$ cat src/rtl/mrc_pkg.sv
package mrc_pkg;
   typedef enum logic [1:0] {
      FL_IDLE  = 2'd0,
      FL_DRAIN = 2'd1,
      FL_WRITE = 2'd2
   } flush_state_e;
endpackage

$ cat src/rtl/mrc_tag_match.sv
module mrc_tag_match #(
   parameter int N  = 4,
   parameter int AW = 16,
   parameter int IW = 2
) (
   input  logic [N-1:0]         vld,
   input  logic [N-1:0][AW-1:0] tags,
   input  logic [AW-1:0]        addr,
   output logic [N-1:0]         hit_vec,
   output logic                 hit,
   output logic [IW-1:0]        hit_idx
);
   for (genvar g = 0; g < N; g++) begin : g_cmp
      assign hit_vec[g] = vld[g] && (tags[g] == addr);
   end

   assign hit = |hit_vec;

   always_comb begin
      hit_idx = '0;
      for (int i = 0; i < N; i++) begin
         if (hit_vec[i]) hit_idx = hit_idx | IW'(i);
      end
   end
endmodule

$ cat src/rtl/mrc_lru.sv
module mrc_lru #(
   parameter int N  = 4,
   parameter int IW = 2
) (
   input  logic          clk,
   input  logic          rst_n,
   input  logic          touch,
   input  logic [IW-1:0] touch_idx,
   input  logic [N-1:0]  vld,
   input  logic [N-1:0]  elig,
   output logic [IW-1:0] victim_idx,
   output logic          victim_ok
);
   logic [IW-1:0] age [N];
   logic          have_inv, have_old;
   logic [IW-1:0] inv_idx, old_idx, best;

   always_ff @(posedge clk) begin
      if (!rst_n) begin
         for (int i = 0; i < N; i++) age[i] <= IW'(i);
      end else if (touch) begin
         for (int i = 0; i < N; i++) begin
            if (IW'(i) == touch_idx)        age[i] <= '0;
            else if (age[i] < age[touch_idx]) age[i] <= age[i] + 1'b1;
         end
      end
   end

   always_comb begin
      have_inv = 1'b0;
      have_old = 1'b0;
      inv_idx  = '0;
      old_idx  = '0;
      best     = '0;
      for (int i = 0; i < N; i++) begin
         if (elig[i]) begin
            if (!vld[i]) begin
               if (!have_inv) begin
                  have_inv = 1'b1;
                  inv_idx  = IW'(i);
               end
            end else if (!have_old || age[i] > best) begin
               have_old = 1'b1;
               old_idx  = IW'(i);
               best     = age[i];
            end
         end
      end
      victim_idx = have_inv ? inv_idx : old_idx;
      victim_ok  = have_inv | have_old;
   end
endmodule

$ cat src/rtl/mrc_idx_fifo.sv
module mrc_idx_fifo #(
   parameter int N  = 4,
   parameter int IW = 2
) (
   input  logic          clk,
   input  logic          rst_n,
   input  logic          push,
   input  logic [IW-1:0] push_idx,
   input  logic          pop,
   output logic [IW-1:0] head_idx,
   output logic          empty
);
   logic [IW-1:0] slot [N];
   logic [IW-1:0] wp, rp;
   logic [IW:0]   cnt;

   always_ff @(posedge clk) begin
      if (!rst_n) begin
         wp  <= '0;
         rp  <= '0;
         cnt <= '0;
         for (int i = 0; i < N; i++) slot[i] <= '0;
      end else begin
         if (push) begin
            slot[wp] <= push_idx;
            wp       <= wp + 1'b1;
         end
         if (pop) rp <= rp + 1'b1;
         case ({push, pop})
            2'b10:   cnt <= cnt + 1'b1;
            2'b01:   cnt <= cnt - 1'b1;
            default: cnt <= cnt;
         endcase
      end
   end

   assign head_idx = slot[rp];
   assign empty    = (cnt == '0);
endmodule

$ cat src/rtl/merge_rmw_cache.sv
module merge_rmw_cache
   import mrc_pkg::*;
#(
   parameter int AW      = 16,
   parameter int DW      = 16,
   parameter int ENTRIES = 4,
   parameter int CW      = 3
) (
   input  logic          clk,
   input  logic          rst_n,
   input  logic          req_valid,
   output logic          req_ready,
   input  logic [AW-1:0] req_addr,
   input  logic [DW-1:0] req_data,
   output logic          mem_rd_valid,
   output logic [AW-1:0] mem_rd_addr,
   input  logic          mem_rsp_valid,
   input  logic [DW-1:0] mem_rsp_data,
   output logic          mem_wr_valid,
   output logic [AW-1:0] mem_wr_addr,
   output logic [DW-1:0] mem_wr_data,
   output logic          cpl_valid,
   output logic [AW-1:0] cpl_addr,
   output logic [DW-1:0] cpl_value,
   output logic [CW-1:0] cpl_count,
   input  logic          flush_req,
   output logic          flush_done
);
   localparam int IW = (ENTRIES > 1) ? $clog2(ENTRIES) : 1;
   localparam logic [CW-1:0] CNT_MAX = {CW{1'b1}};

   if (ENTRIES < 2 || (1 << IW) != ENTRIES) begin : g_bad_entries
      $error("ENTRIES must be a power of two of at least 2");
   end
   if (CW < 2) begin : g_bad_cw
      $error("CW must be at least 2");
   end
   if (AW < 1 || DW < 1) begin : g_bad_widths
      $error("AW and DW must be positive");
   end

   // entry state
   logic [ENTRIES-1:0]         e_vld, e_pend, e_dirty;
   logic [ENTRIES-1:0][AW-1:0] e_tag;
   logic [DW-1:0]              e_val   [ENTRIES];
   logic [DW-1:0]              e_delta [ENTRIES];
   logic [CW-1:0]              e_wcnt  [ENTRIES];

   // lookup and replacement
   logic [ENTRIES-1:0] hit_vec;
   logic               hit;
   logic [IW-1:0]      hit_idx, vic_idx, head_idx;
   logic               vic_ok, fifo_empty;
   logic               hit_rdy, hit_pnd, pnd_full, fire, fill, miss_ok;
   logic               ev_wr, fl_wr, any_dirty, flush_busy;
   logic [IW-1:0]      fl_idx;
   flush_state_e       fl_state;

   mrc_tag_match #(.N(ENTRIES), .AW(AW), .IW(IW)) u_match (
      .vld(e_vld), .tags(e_tag), .addr(req_addr),
      .hit_vec(hit_vec), .hit(hit), .hit_idx(hit_idx)
   );

   mrc_lru #(.N(ENTRIES), .IW(IW)) u_lru (
      .clk(clk), .rst_n(rst_n),
      .touch(fire), .touch_idx(hit ? hit_idx : vic_idx),
      .vld(e_vld), .elig(~e_pend),
      .victim_idx(vic_idx), .victim_ok(vic_ok)
   );

   mrc_idx_fifo #(.N(ENTRIES), .IW(IW)) u_fifo (
      .clk(clk), .rst_n(rst_n),
      .push(fire && !hit), .push_idx(vic_idx),
      .pop(fill), .head_idx(head_idx), .empty(fifo_empty)
   );

   // request acceptance
   assign fill       = mem_rsp_valid;
   assign flush_busy = (fl_state != FL_IDLE);
   assign hit_rdy    = hit && !e_pend[hit_idx];
   assign hit_pnd    = hit && e_pend[hit_idx];
   assign pnd_full   = (e_wcnt[hit_idx] == CNT_MAX);
   assign miss_ok    = !hit && vic_ok;
   assign req_ready  = !fill && !flush_busy &&
                       (hit_rdy || (hit_pnd && !pnd_full) || miss_ok);
   assign fire       = req_valid && req_ready;

   assign mem_rd_valid = fire && !hit;
   assign mem_rd_addr  = req_addr;

   // write-back selection
   always_comb begin
      fl_idx    = '0;
      any_dirty = 1'b0;
      for (int i = ENTRIES - 1; i >= 0; i--) begin
         if (e_dirty[i]) begin
            fl_idx    = IW'(i);
            any_dirty = 1'b1;
         end
      end
   end

   assign ev_wr        = fire && !hit && e_vld[vic_idx] && e_dirty[vic_idx];
   assign fl_wr        = (fl_state == FL_WRITE) && any_dirty;
   assign mem_wr_valid = ev_wr || fl_wr;
   assign mem_wr_addr  = fl_wr ? e_tag[fl_idx] : e_tag[vic_idx];
   assign mem_wr_data  = fl_wr ? e_val[fl_idx] : e_val[vic_idx];

   // entry update
   always_ff @(posedge clk) begin
      if (!rst_n) begin
         e_vld   <= '0;
         e_pend  <= '0;
         e_dirty <= '0;
         e_tag   <= '0;
         for (int i = 0; i < ENTRIES; i++) begin
            e_val[i]   <= '0;
            e_delta[i] <= '0;
            e_wcnt[i]  <= '0;
         end
      end else begin
         if (fire) begin
            if (hit_rdy) begin
               e_val[hit_idx]   <= e_val[hit_idx] + req_data;
               e_dirty[hit_idx] <= 1'b1;
            end else if (hit_pnd) begin
               e_delta[hit_idx] <= e_delta[hit_idx] + req_data;
               e_wcnt[hit_idx]  <= e_wcnt[hit_idx] + 1'b1;
            end else begin
               e_vld[vic_idx]   <= 1'b1;
               e_pend[vic_idx]  <= 1'b1;
               e_dirty[vic_idx] <= 1'b0;
               e_tag[vic_idx]   <= req_addr;
               e_delta[vic_idx] <= req_data;
               e_wcnt[vic_idx]  <= CW'(1);
            end
         end
         if (fill) begin
            e_val[head_idx]   <= mem_rsp_data + e_delta[head_idx];
            e_pend[head_idx]  <= 1'b0;
            e_dirty[head_idx] <= 1'b1;
         end
         if (fl_wr) e_dirty[fl_idx] <= 1'b0;
      end
   end

   // flush sequencing
   always_ff @(posedge clk) begin
      if (!rst_n) begin
         fl_state   <= FL_IDLE;
         flush_done <= 1'b0;
      end else begin
         flush_done <= 1'b0;
         case (fl_state)
            FL_IDLE:  if (flush_req) fl_state <= FL_DRAIN;
            FL_DRAIN: if (fifo_empty) fl_state <= FL_WRITE;
            FL_WRITE: if (!any_dirty) begin
                         flush_done <= 1'b1;
                         fl_state   <= FL_IDLE;
                      end
            default:  fl_state <= FL_IDLE;
         endcase
      end
   end

   // completions
   always_ff @(posedge clk) begin
      if (!rst_n) begin
         cpl_valid <= 1'b0;
         cpl_addr  <= '0;
         cpl_value <= '0;
         cpl_count <= '0;
      end else begin
         cpl_valid <= fill || (fire && hit_rdy);
         if (fill) begin
            cpl_addr  <= e_tag[head_idx];
            cpl_value <= mem_rsp_data + e_delta[head_idx];
            cpl_count <= e_wcnt[head_idx];
         end else if (fire && hit_rdy) begin
            cpl_addr  <= req_addr;
            cpl_value <= e_val[hit_idx] + req_data;
            cpl_count <= CW'(1);
         end
      end
   end
endmodule

$ cat config.mk
export PLATFORM = sky130hd
export DESIGN_NAME = merge_rmw_cache
export DESIGN_NICKNAME = d
export VERILOG_FILES = /design/src/rtl/mrc_pkg.sv /design/src/rtl/mrc_tag_match.sv /design/src/rtl/mrc_lru.sv /design/src/rtl/mrc_idx_fifo.sv /design/src/rtl/merge_rmw_cache.sv
export SDC_FILE = /design/constraint.sdc
export NUM_CORES = 1
export LEC_CHECK = 0
export BUFFER_PORTS_ARGS = -buffer_cell sky130_fd_sc_hd__buf_2
export CAP_MARGIN = 15
export CORE_MARGIN = 1
export CORE_UTILIZATION = 50
export CTS_CLUSTER_SIZE = 12
export DETAILED_ROUTE_END_ITERATION = 6
export MAX_ROUTING_LAYER = met4
export PLACE_DENSITY = 0.65
export REMOVE_ABC_BUFFERS = 1
export SYNTH_ARGS = -nofsm -noshare
export SYNTH_HDL_FRONTEND = slang
export SYNTH_HIERARCHICAL = 1
export SYNTH_SLANG_ARGS = --single-unit
$ cat constraint.sdc
create_clock -name clk -period 10.2 [get_ports clk]
set_clock_uncertainty 0.15 [all_clocks]
set_input_delay 2.04 -clock clk [delete_from_list [all_inputs] [get_ports clk]]
set_output_delay 2.04 -clock clk [all_outputs]
set_load 0.05 [all_outputs]
==> results of run 1 <==
[sequential cells by signal, indices dropped and copies added (netlist names), named ones only]
| signal | count |
|---|---|
| u_fifo/slot | 8 |
| u_fifo/cnt | 3 |
| e_dirty | 4 |
| flush_done | 1 |
| cpl_count | 3 |
| cpl_valid | 1 |
| fl_state | 2 |
| e_tag | 64 |
| cpl_value | 16 |
| e_delta | 64 |
| e_val | 64 |
| u_lru/age | 8 |
| u_fifo/rp | 2 |
| e_vld | 4 |
| e_wcnt | 12 |
| e_pend | 4 |
| u_fifo/wp | 2 |
| cpl_addr | 16 |
[cell families after synthesis]
family / synth area share, %
AOI/OAI and AO/OA: 17.8
xor gates and xnor gates: 4.72
adders and majority gates: 4.52
buffers and inverters: 4.83
DFF: 40.2
muxes: 12.7
and+or+nand+nor: 15.2
[critical path: cells and delay by family, from the launching register on]
family | cells | cell delay (ns)
buffers and inverters | 4 | 1.26
adder cells (fa/ha/maj) | 3 | 0.90
AO/OA/AOI/OAI | 10 | 2.26
flip-flops | 1 | 0.31
AND/OR/NAND/NOR | 6 | 1.40
[power by group through the flow]
stage          Clock, mW  Combinational [mW]  Sequential [mW]
2_1_floorplan          0               0.505             1.38
3_3_place_gp           0               0.804             1.34
3_5_place_dp           0               0.811             1.35
4_1_cts             1.24               0.816             1.32
5_1_grt             1.29               0.875             1.33
6_report            1.22               0.820             1.32
[worst max path at each step]
| stage | end | cells past startpoint |
|---|---|---|
| floorplan | mem_wr_addr[0] | 18 |
| global placement | mem_wr_data[7] | 21 |
| detailed placement | mem_wr_data[7] | 21 |
| CTS | mem_wr_data[12] | 21 |
| global route | mem_wr_data[6] | 23 |
| finish | mem_wr_data[12] | 23 |
[cells in the mapped netlist, types with 14 or more instances]
cell / number
nand2_1: 263
edfxtp_1: 156
nor2_1: 144
dfxtp_1: 124
a21oi_1: 86
clkbuf_1: 80
mux4_2: 75
inv_1: 70
a21boi_0: 69
xnor2_1: 65
ha_1: 58
a22oi_1: 41
o21ai_0: 36
a221oi_1: 33
mux2_2: 33
a221o_1: 31
xor2_1: 31
a21o_1: 21
mux2i_1: 20
nand3_1: 20
nor2b_1: 20
and3_1: 19
nand4_1: 17
buf_4: 16
o211a_1: 16
o21a_1: 16
buf_1: 15
and2_1: 14
nor3_1: 14
[area by class of cell]
class                   instances  area, um^2  area share, %
inverters                      71         267           1.34
clock buffers                  50        1010           5.12
repair buffers                161         861           4.34
clock inverters                11         109          0.549
well taps                     455         569           2.87
flip-flops and latches        280        7170           36.1
multi-input cells            1300        9850           49.6
[metal layers]
layer / GRT usage [%] / vias to the layer above / wire, um
met1: 40.0 / 7212 / 22600
met4: 11.2 / 0 / 1640
met2: 48.4 / 591 / 25600
met3: 4.14 / 98 / 3750
met5: - / - / 0
li1: - / 6727 / -
==> impl_results.md, run 1 <==
- Total CTS buffers: 34
- Cell Pwr Density: 170 nW/um^2
- Vert. Die Dim: 191 um
- Drt pass-1 iters: 5
- Most frequent cells in the layout: nand2_1 (263), edfxtp_1 (156), nor2_1 (143)
- Final Cell Area: 19800 um^2
- Vias in the first global route: 14300
- Total power: 3.37 mW
- Root buf cell: clkbuf_16
- CORE AREA: 34800 um^2
- Synth area leaders: edfxtp_1 (26%), dfxtp_1 (14%), mux4_2 (9.5%)
- Crit Path Max Fanout: 28
- Setup TNS: 0 ns
- Worst min path class: register to register
- Sequential area share after synthesis: 40.2%
- Top cell type's share of synthesized area: 26.3%
- Hold Slack: 0.291 ns
- Final WL: 53600 um
- Fin crit share: 87.2%
- Worst Tran Pin Value: 1.12 ns
- GR Overflow Total: 0
- Synth Flop Type: edfxtp_1
- Resized Gates After CTS: 0
- Cell Area, Synth: 17800 um^2
- Clk Latency, worst-skew pair: 0.52 ns
- Switch Pwr: 1.08 mW
- Final min period: 8.90 ns
- Combinational Power Share: 24.4%
- Setup slack after layout: 1.30 ns
- Syn Area/Cell: 9.99 um^2
- Routability Congestion: 0.904
- # IOs: 141
- Post-Layout Cell Count: 2328
- Ant. Diodes: 0
- Die X: 191 um
- Vias per cell: 6.28
- Area delta synth->final: 11.4%
- Worst-path cell chain: inv_1, nand3_1, ha_1, nand2b_1, a221oi_2, o21a_1, nor2_1, ha_1, nor2b_1, o2111ai_1, nand2_1, o31ai_1, ha_1, a221oi_1, o211ai_1, o311ai_4, buf_4, nor2b_2, buf_4, a22oi_1, a21oi_1, a221o_1, buf_2
- Post-synth cell types: 87
- CP most frequent cell: ha_1
- Mapped Cells: 1783
- Hold depth: 2
- Reg2reg setup slack: 3.07 ns
- Slowest cell on the critical path: nor2b_2
- DR DRC count: 0
- FF-to-FF End: e_delta[0][12]
- Hpwl dp: 35600 um
- TritonCTS Sinks: 280
- Worst Setup SP: e_pend[0]
- Initial antenna violation count: 0
- Reg clk slew, reported paths: 0.06 ns
- Req. time, crit path: 8.01 ns
- Leak: 7.91 nW
- Final Core Density: 57.0%
- Slew headroom: 25.2%
- Drt wl/cell: 23.0 um
- Antenna Nets Post-Route: 0
- P_int: 2.28 mW
- Hold_sp: cpl_value[5]
- Initial drt markers: 1265
- Maxcap violations: 0
- Most common cell after layout, fill and taps aside: nand2_1
- Worst vdd ir: 0.148 mV
- FMAX: 112 MHz
- Clock share of power: 36.4%
- Worst setup EP type: output port
- Reg2reg start: e_pend[0]
- GRT Total Usage: 30.6%
- Clock buffer depth: 3
- # port buffers: 140
- Critical path type: register to output port
- WHS Endpoint: cpl_value[5]
- Layout cell share with drive strength beyond 1: 18.7%
- Pre-CTS setup slack: 2.04 ns
- R2R cell count: 21
- Post-DP Area: 18700 um^2
- EDFF count, synth: 156
- First-pass GRT wire length: 82600 um
- Hold buffers post-CTS: 0
- # Post-CTS Setup Buffers: 0
- Post-Place Cells: 2267
- Pin count of the biggest net entering global routing: 84
- Synth area leader: edfxtp_1
- Ys Warns: 6
- Max H-tree Level: 2
- CTS tree: done
- Startpoint Class: register
- # fillers: 3075
- Initial Utilization: 51.2%
- Final setup viols: 0
- Cell Rows: 68
- CP max stage delay: 0.80 ns
- Die ar.: 36400 um^2
- Status: finished clean
- Final Hold Viols: 0
- Async S/R FF share, synth: 0%
- Slew Limit Fails: 0
- Vias: 14600
- Flop pwr share: 39.3%
- Switching part of the total power: 32.2%
- RSZ-0062 raised after global routing: no
- WP data arrival: 6.71 ns
- Final #Nets: 1963
- Synthesized flop and latch total: 280
Note: power is estimated with default switching activity, not from simulation.
==> run 2, diff against run 1 <==
--- a/config.mk
+++ b/config.mk
@@ -5,7 +5,7 @@
 export SDC_FILE = /design/constraint.sdc
 export NUM_CORES = 1
 export LEC_CHECK = 0
-export BUFFER_PORTS_ARGS = -buffer_cell sky130_fd_sc_hd__buf_2
+export BUFFER_PORTS_ARGS = -buffer_cell sky130_fd_sc_hd__buf_4
 export CAP_MARGIN = 15
 export CORE_MARGIN = 1
 export CORE_UTILIZATION = 50
==> run 2 against run 1 <==
Cell area grew 1.5%. Sequential cell count stayed put. Via count increased by 0.64%. Sequential share of layout area shrank 0.52 points.
==> impl_results.md, run 2 (synthesis gave the netlist of run 1 again) <==
- Cell Rows: 68 (unchanged)
- CORE AREA: 34800 um^2 (unchanged)
- TritonCTS Sinks: 280 (unchanged)
- Final setup viols: 0 (unchanged)
- Final Hold Viols: 0 (unchanged)
- FF-to-FF End: e_wcnt[0][2]
- Status: finished clean
- Die X: 191 um (unchanged)
- Vias in the first global route: 14200 (-0.61%)
- Die ar.: 36400 um^2 (unchanged)
- Startpoint Class: register
- Critical path type: register to output port
- # fillers: 2985 (-2.9%)
- RSZ-0062 raised after global routing: no
- Reg2reg setup slack: 2.94 ns (-0.13 ns)
- Worst min path class: register to register
- Crit Path Max Fanout: 28 (unchanged)
- Initial antenna violation count: 0 (unchanged)
- Most frequent cells in the layout: nand2_1 (263), buf_4 (161), edfxtp_1 (156)
- Fin crit share: 86.8% (-0.43 points)
- DR DRC count: 0 (unchanged)
- CTS tree: done
- Resized Gates After CTS: 0 (unchanged)
- Vias per cell: 6.33 (+0.73%)
- Total CTS buffers: 34 (unchanged)
- Hpwl dp: 35600 um (-0.21%)
- Hold_sp: cpl_value[1]
- First-pass GRT wire length: 83600 um (+1.2%)
- Initial drt markers: 1392 (+10%)
- R2R cell count: 20 (-4.8%)
- Leak: 7.96 nW (+0.62%)
- Worst Tran Pin Value: 1.21 ns (+0.0915 ns)
- Final Core Density: 57.8% (+0.83 points)
- Area delta synth->final: 13.0%
- WHS Endpoint: cpl_value[1]
- Root buf cell: clkbuf_16
- Hold buffers post-CTS: 0 (unchanged)
- Maxcap violations: 0 (unchanged)
- # Post-CTS Setup Buffers: 0 (unchanged)
- Slew headroom: 19.1% (-6.1 points)
- Pin count of the biggest net entering global routing: 94 (+12%)
- Req. time, crit path: 8.01 ns (about the same)
- Max H-tree Level: 2 (unchanged)
- Vert. Die Dim: 191 um (unchanged)
- # port buffers: 140 (unchanged)
- Final min period: 8.86 ns (-0.0436 ns)
- Reg clk slew, reported paths: 0.06 ns (about the same)
- GR Overflow Total: 0 (unchanged)
- Ant. Diodes: 0 (unchanged)
- Setup TNS: 0 ns (unchanged)
- Worst setup EP type: output port
- Final #Nets: 1963 (unchanged)
- FMAX: 113 MHz (+0.49%)
- Worst vdd ir: 0.159 mV (+7.7%)
- Vias: 14700 (+0.64%)
- Total power: 3.36 mW (-0.20%)
- Drt wl/cell: 23.4 um (+1.6%)
- Slew Limit Fails: 0 (unchanged)
- Reg2reg start: e_vld[0]
- Drt pass-1 iters: 7 (+2)
- Initial Utilization: 51.2% (unchanged)
- # IOs: 141 (unchanged)
- Final WL: 54400 um (+1.5%)
- Largest registers: e_delta (64), e_tag (64), e_val (64)
- WP data arrival: 6.67 ns (-0.04 ns)
- Most common cell after layout, fill and taps aside: nand2_1
- Layout cell share with drive strength beyond 1: 18.5% (-0.19 points)
- Clk Latency, worst-skew pair: 0.53 ns (about the same)
- Hold depth: 2 (unchanged)
- Clock buffer depth: 3 (unchanged)
- Antenna Nets Post-Route: 0 (unchanged)
- Cell Pwr Density: 167 nW/um^2 (-1.6%)
- Routability Congestion: 0.900 (-0.37%)
- GRT Total Usage: 31.0% (+0.39 points)
-- run 2: report_power, final --
part           leakage [nW]  internal (mW)  switching [mW]
registers              2.62           1.27          0.0528
logic                  4.81          0.304           0.554
clock network         0.524          0.698           0.483
total                  7.96           2.27            1.09
-- run 2: per-stage QoR --
step                hold WS (ns)  setup slack (ns)  instance area (um^2)  instances
CTS                        0.297              1.44                 20100       2326
global placement           0.281              2.00                 19100       2267
detailed placement         0.284              2.00                 19100       2267
global route               0.313              1.03                 20100       2326
floorplan                  0.314             0.423                 17200       1651
finish                     0.294              1.34                 20100       2326
-- run 2: critical path, cell delays in order (launching register included) --
cell and delay, ns:
dfxtp_1 0.51, nand3_1 0.17, ha_1 0.36, nand2b_1 0.08
a221oi_2 0.37, o21a_1 0.22, nor2_1 0.06, ha_1 0.28
nor2b_1 0.13, o2111ai_1 0.30, nand2_1 0.18, o31ai_1 0.23
ha_1 0.28, a221oi_1 0.38, o211ai_1 0.21, o311ai_4 0.13
buf_4 0.44, nor2b_2 0.59, buf_4 0.46, a22oi_1 0.16
a21oi_1 0.19, a221o_1 0.17, buf_4 0.21
-- run 2: per-layer routing --
metal / wire [um] / track usage (%) / vias to the layer above / share of wire, %
li1: - / - / 6714 / -
met1: 22500 / 40.4 / 7210 / 41
met2: 25800 / 49.4 / 669 / 47
met3: 4140 / 3.86 / 129 / 7.6
met4: 2020 / 11.3 / 0 / 3.7
met5: 0 / - / - / 0
-- run 2: area by class of cell --
class | instances | area, um^2 | area share, %
multi-input combinational | 1300 | 9850 | 48.9
sequential | 280 | 7170 | 35.6
timing repair buffer | 161 | 1210 | 6.01
clock buffer | 50 | 992 | 4.93
tap | 455 | 569 | 2.83
inverter | 71 | 267 | 1.32
clock inverter | 9 | 73.8 | 0.367
-- run 2: worst max-delay path by stage --
stage	from	endpoint	slack (ns)	cells after the start
after floorplan	u_lru/age[0][0]	mem_wr_addr[0]	0.42	18
after global placement	req_addr[0]	req_ready	2.00	12
after detailed placement	req_addr[0]	req_ready	2.00	12
after CTS	e_vld[0]	mem_wr_data[2]	1.44	22
after global routing	e_vld[0]	mem_wr_data[7]	1.03	22
final	e_vld[0]	mem_wr_data[10]	1.34	22
==> run 3, diff against run 2 <==
--- a/config.mk
+++ b/config.mk
@@ -7,13 +7,12 @@
 export LEC_CHECK = 0
 export BUFFER_PORTS_ARGS = -buffer_cell sky130_fd_sc_hd__buf_4
 export CAP_MARGIN = 15
-export CORE_MARGIN = 1
+export CORE_MARGIN = 4
 export CORE_UTILIZATION = 50
 export CTS_CLUSTER_SIZE = 12
 export DETAILED_ROUTE_END_ITERATION = 6
 export MAX_ROUTING_LAYER = met4
 export PLACE_DENSITY = 0.65
-export REMOVE_ABC_BUFFERS = 1
 export SYNTH_ARGS = -nofsm -noshare
 export SYNTH_HDL_FRONTEND = slang
 export SYNTH_HIERARCHICAL = 1
==> run 3 against run 2 <==
Clock power up 7%. Core utilization up 0.29 points. Highest routed layer unchanged. Routed wire length up 1.1%. Combinational power down 0.6%.
==> impl_results.md, run 3 (synthesis gave the netlist of run 1 again) <==
- Startpoint Class: register
- Final Hold Viols: 0 (unchanged)
- Vias: 14700 (-0.18%)
- Root buf cell: clkbuf_16
- Cell Pwr Density: 170 nW/um^2 (+1.9%)
- GR Overflow Total: 0 (unchanged)
- Synth Net Count: 1898
- GR Util met2: 46.9% (-2.5 points)
- Post-Place Cells: 2268 (+0.044%)
- CTS tree: done
- Crit Path Max Fanout: 28 (unchanged)
- Fin crit share: 84.9% (-1.9 points)
- Largest registers: e_delta (64), e_tag (64), e_val (64)
- Slew Limit Fails: 0 (unchanged)
- Hold_sp: cpl_value[15]
- Initial Utilization: 51.2% (unchanged)
- Worst-path cell chain: nand3_1, ha_1, nand2b_1, a221oi_2, o21a_1, nor2_1, ha_1, nor2b_1, o2111ai_1, nand2_1, o31ai_1, ha_1, a221oi_1, o211ai_1, o311ai_4, buf_4, nor2b_2, buf_4, a21o_1, a221o_1, buf_4
- Req. time, crit path: 8.01 ns (about the same)
- Final min period: 8.66 ns (-0.199 ns)
- Worst vdd ir: 0.132 mV (-17%)
- GRT Total Usage: 28.6% (-2.3 points)
- TritonCTS Sinks: 280 (unchanged)
- Clock buffer depth: 3 (unchanged)
- Cell family with most CP delay: compound AO/OA/AOI/OAI gates
- FF+latch area: 7170 um^2 (unchanged)
- Worst Setup SP: e_vld[0]
- Setup TNS: 0 ns (unchanged)
- Reg2reg start: e_vld[0]
- # Post-CTS Setup Buffers: 0 (unchanged)
- Clk Latency, worst-skew pair: 0.53 ns (about the same)
- FMAX: 116 MHz (+2.3%)
- Hpwl dp: 37300 um (+4.9%)
- Most frequent cells in the layout: nand2_1 (263), buf_4 (162), edfxtp_1 (156)
- Worst Tran Pin Value: 1.16 ns (-0.0564 ns)
- CORE AREA: 34800 um^2 (unchanged)
- Post-Layout Cell Count: 2329 (+0.13%)
- # fillers: 3042 (+1.9%)
- Buffers and inverters on the worst path: 3 (unchanged)
- Drt pass-1 iters: 7 (unchanged)
- Slew headroom: 22.7% (+3.6 points)
- # IOs: 141 (unchanged)
- Drt wl/cell: 23.6 um (+0.97%)
- RSZ-0062 raised after global routing: no
- Total CTS buffers: 34 (unchanged)
- Post-DP Area: 19100 um^2 (about the same)
- Initial drt markers: 1201 (-14%)
- Worst min path class: register to register
- # port buffers: 140 (unchanged)
- Critical path type: register to output port
- First-pass GRT wire length: 85000 um (+1.7%)
- Antenna Nets Post-Route: 0 (unchanged)
- Routability Congestion: 0.915 (+1.6%)
- Die ar.: 38700 um^2 (+6.4%)
- Worst setup EP type: output port
- GR peak layer: met2
- Cell Rows: 68 (unchanged)
- Final #Nets: 1964 (+0.051%)
- Final WL: 55000 um (+1.1%)
- Final setup viols: 0 (unchanged)
- Reg clk slew, reported paths: 0.06 ns (about the same)
- Initial antenna violation count: 0 (unchanged)
- Status: finished clean
- Leak: 8.01 nW (+0.65%)
- Die X: 197 um (+3.1%)
- M3 GR Usage: 3.32% (-0.55 points)
- Layout cell share with drive strength beyond 1: 18.8% (+0.29 points)
- CP max stage delay: 0.50 ns (-0.09 ns)
- Ant. Diodes: 0 (unchanged)
- Vias per cell: 6.31 (-0.31%)
- Final Cell Area: 20200 um^2 (+0.51%)
- WP data arrival: 6.47 ns (-0.20 ns)
- Met1 Usage GRT: 37.6% (-2.9 points)
- Hold buffers post-CTS: 0 (unchanged)
- Area occupied by multi-input gates: 9840 um^2 (about the same)
- Max H-tree Level: 2 (unchanged)
- Maxcap violations: 0 (unchanged)
- Slowest cell on the critical path: dfxtp_1
- Vert. Die Dim: 197 um (+3.1%)
- Vias in the first global route: 14600 (+2.7%)
- Pin count of the biggest net entering global routing: 108 (+15%)
- Most common cell after layout, fill and taps aside: nand2_1
- Resized Gates After CTS: 0 (unchanged)
- Area delta synth->final: 13.6%
- DR DRC count: 0 (unchanged)
==> run 3: changes by cell type in the layout (fill, tap and decap cells not counted), sizes merged <==
| cell | change |
|---|---|
| clkbuf | +1 |
| clkinvlp | +1 |
| bufinv | +2 |
| buf | +1 |
| clkinv | -2 |
==> run 3: layer usage <==
layer / up-vias / share of wire, % / wire length [um]
li1: 6730 / - / -
met1: 7244 / 42 / 23000
met2: 621 / 49 / 26700
met3: 100 / 6.5 / 3560
met5: - / 0 / 0
met4: 0 / 3.2 / 1790
==> run 3: report_power, final <==
group	switching, mW	internal [mW]	total [mW]	leakage, nW
Sequential	0.0551	1.27	1.33	2.62
Clock	0.488	0.776	1.26	0.571
Combinational	0.550	0.303	0.853	4.82
Total	1.09	2.35	3.44	8.01
==> run 3: final timing paths <==
check	to	slack, ns	cells past startpoint
setup / recovery	mem_wr_addr[14]	1.54	21
hold / removal	cpl_value[15]	0.30	2
setup reg to reg	e_delta[1][6]	3.52	20
hold reg to reg	cpl_value[15]	0.30	2
==> run 3: layout make-up <==
type / instances / share of cell area, %
clock buffers: 51 / 5.08
clock inverters: 10 / 0.680
inverters: 71 / 1.32
multi-input cells: 1300 / 48.7
flip-flops and latches: 280 / 35.4
well taps: 455 / 2.81
repair buffers: 162 / 6.01
==> run 3: tightest hold or removal path: stages (launching register included) <==
cell	delay [ns]
dfxtp_1	0.31
nand2_1	0.05
nand2_1	0.04
==> run 3: per-stage QoR <==
stage | worst slack (ns) | util, % | hold WS (ns) | power, mW
after detailed placement | 2.11 | 54.8 | 0.285 | 2.20
after floorplan | 1.67 | - | 0.314 | 1.92
after CTS | 1.55 | 58.1 | 0.300 | 3.46
after global placement | 2.18 | 54.8 | 0.282 | 2.18
final | 1.54 | 58.1 | 0.295 | 3.44
after global routing | 1.12 | 58.1 | 0.319 | 3.58
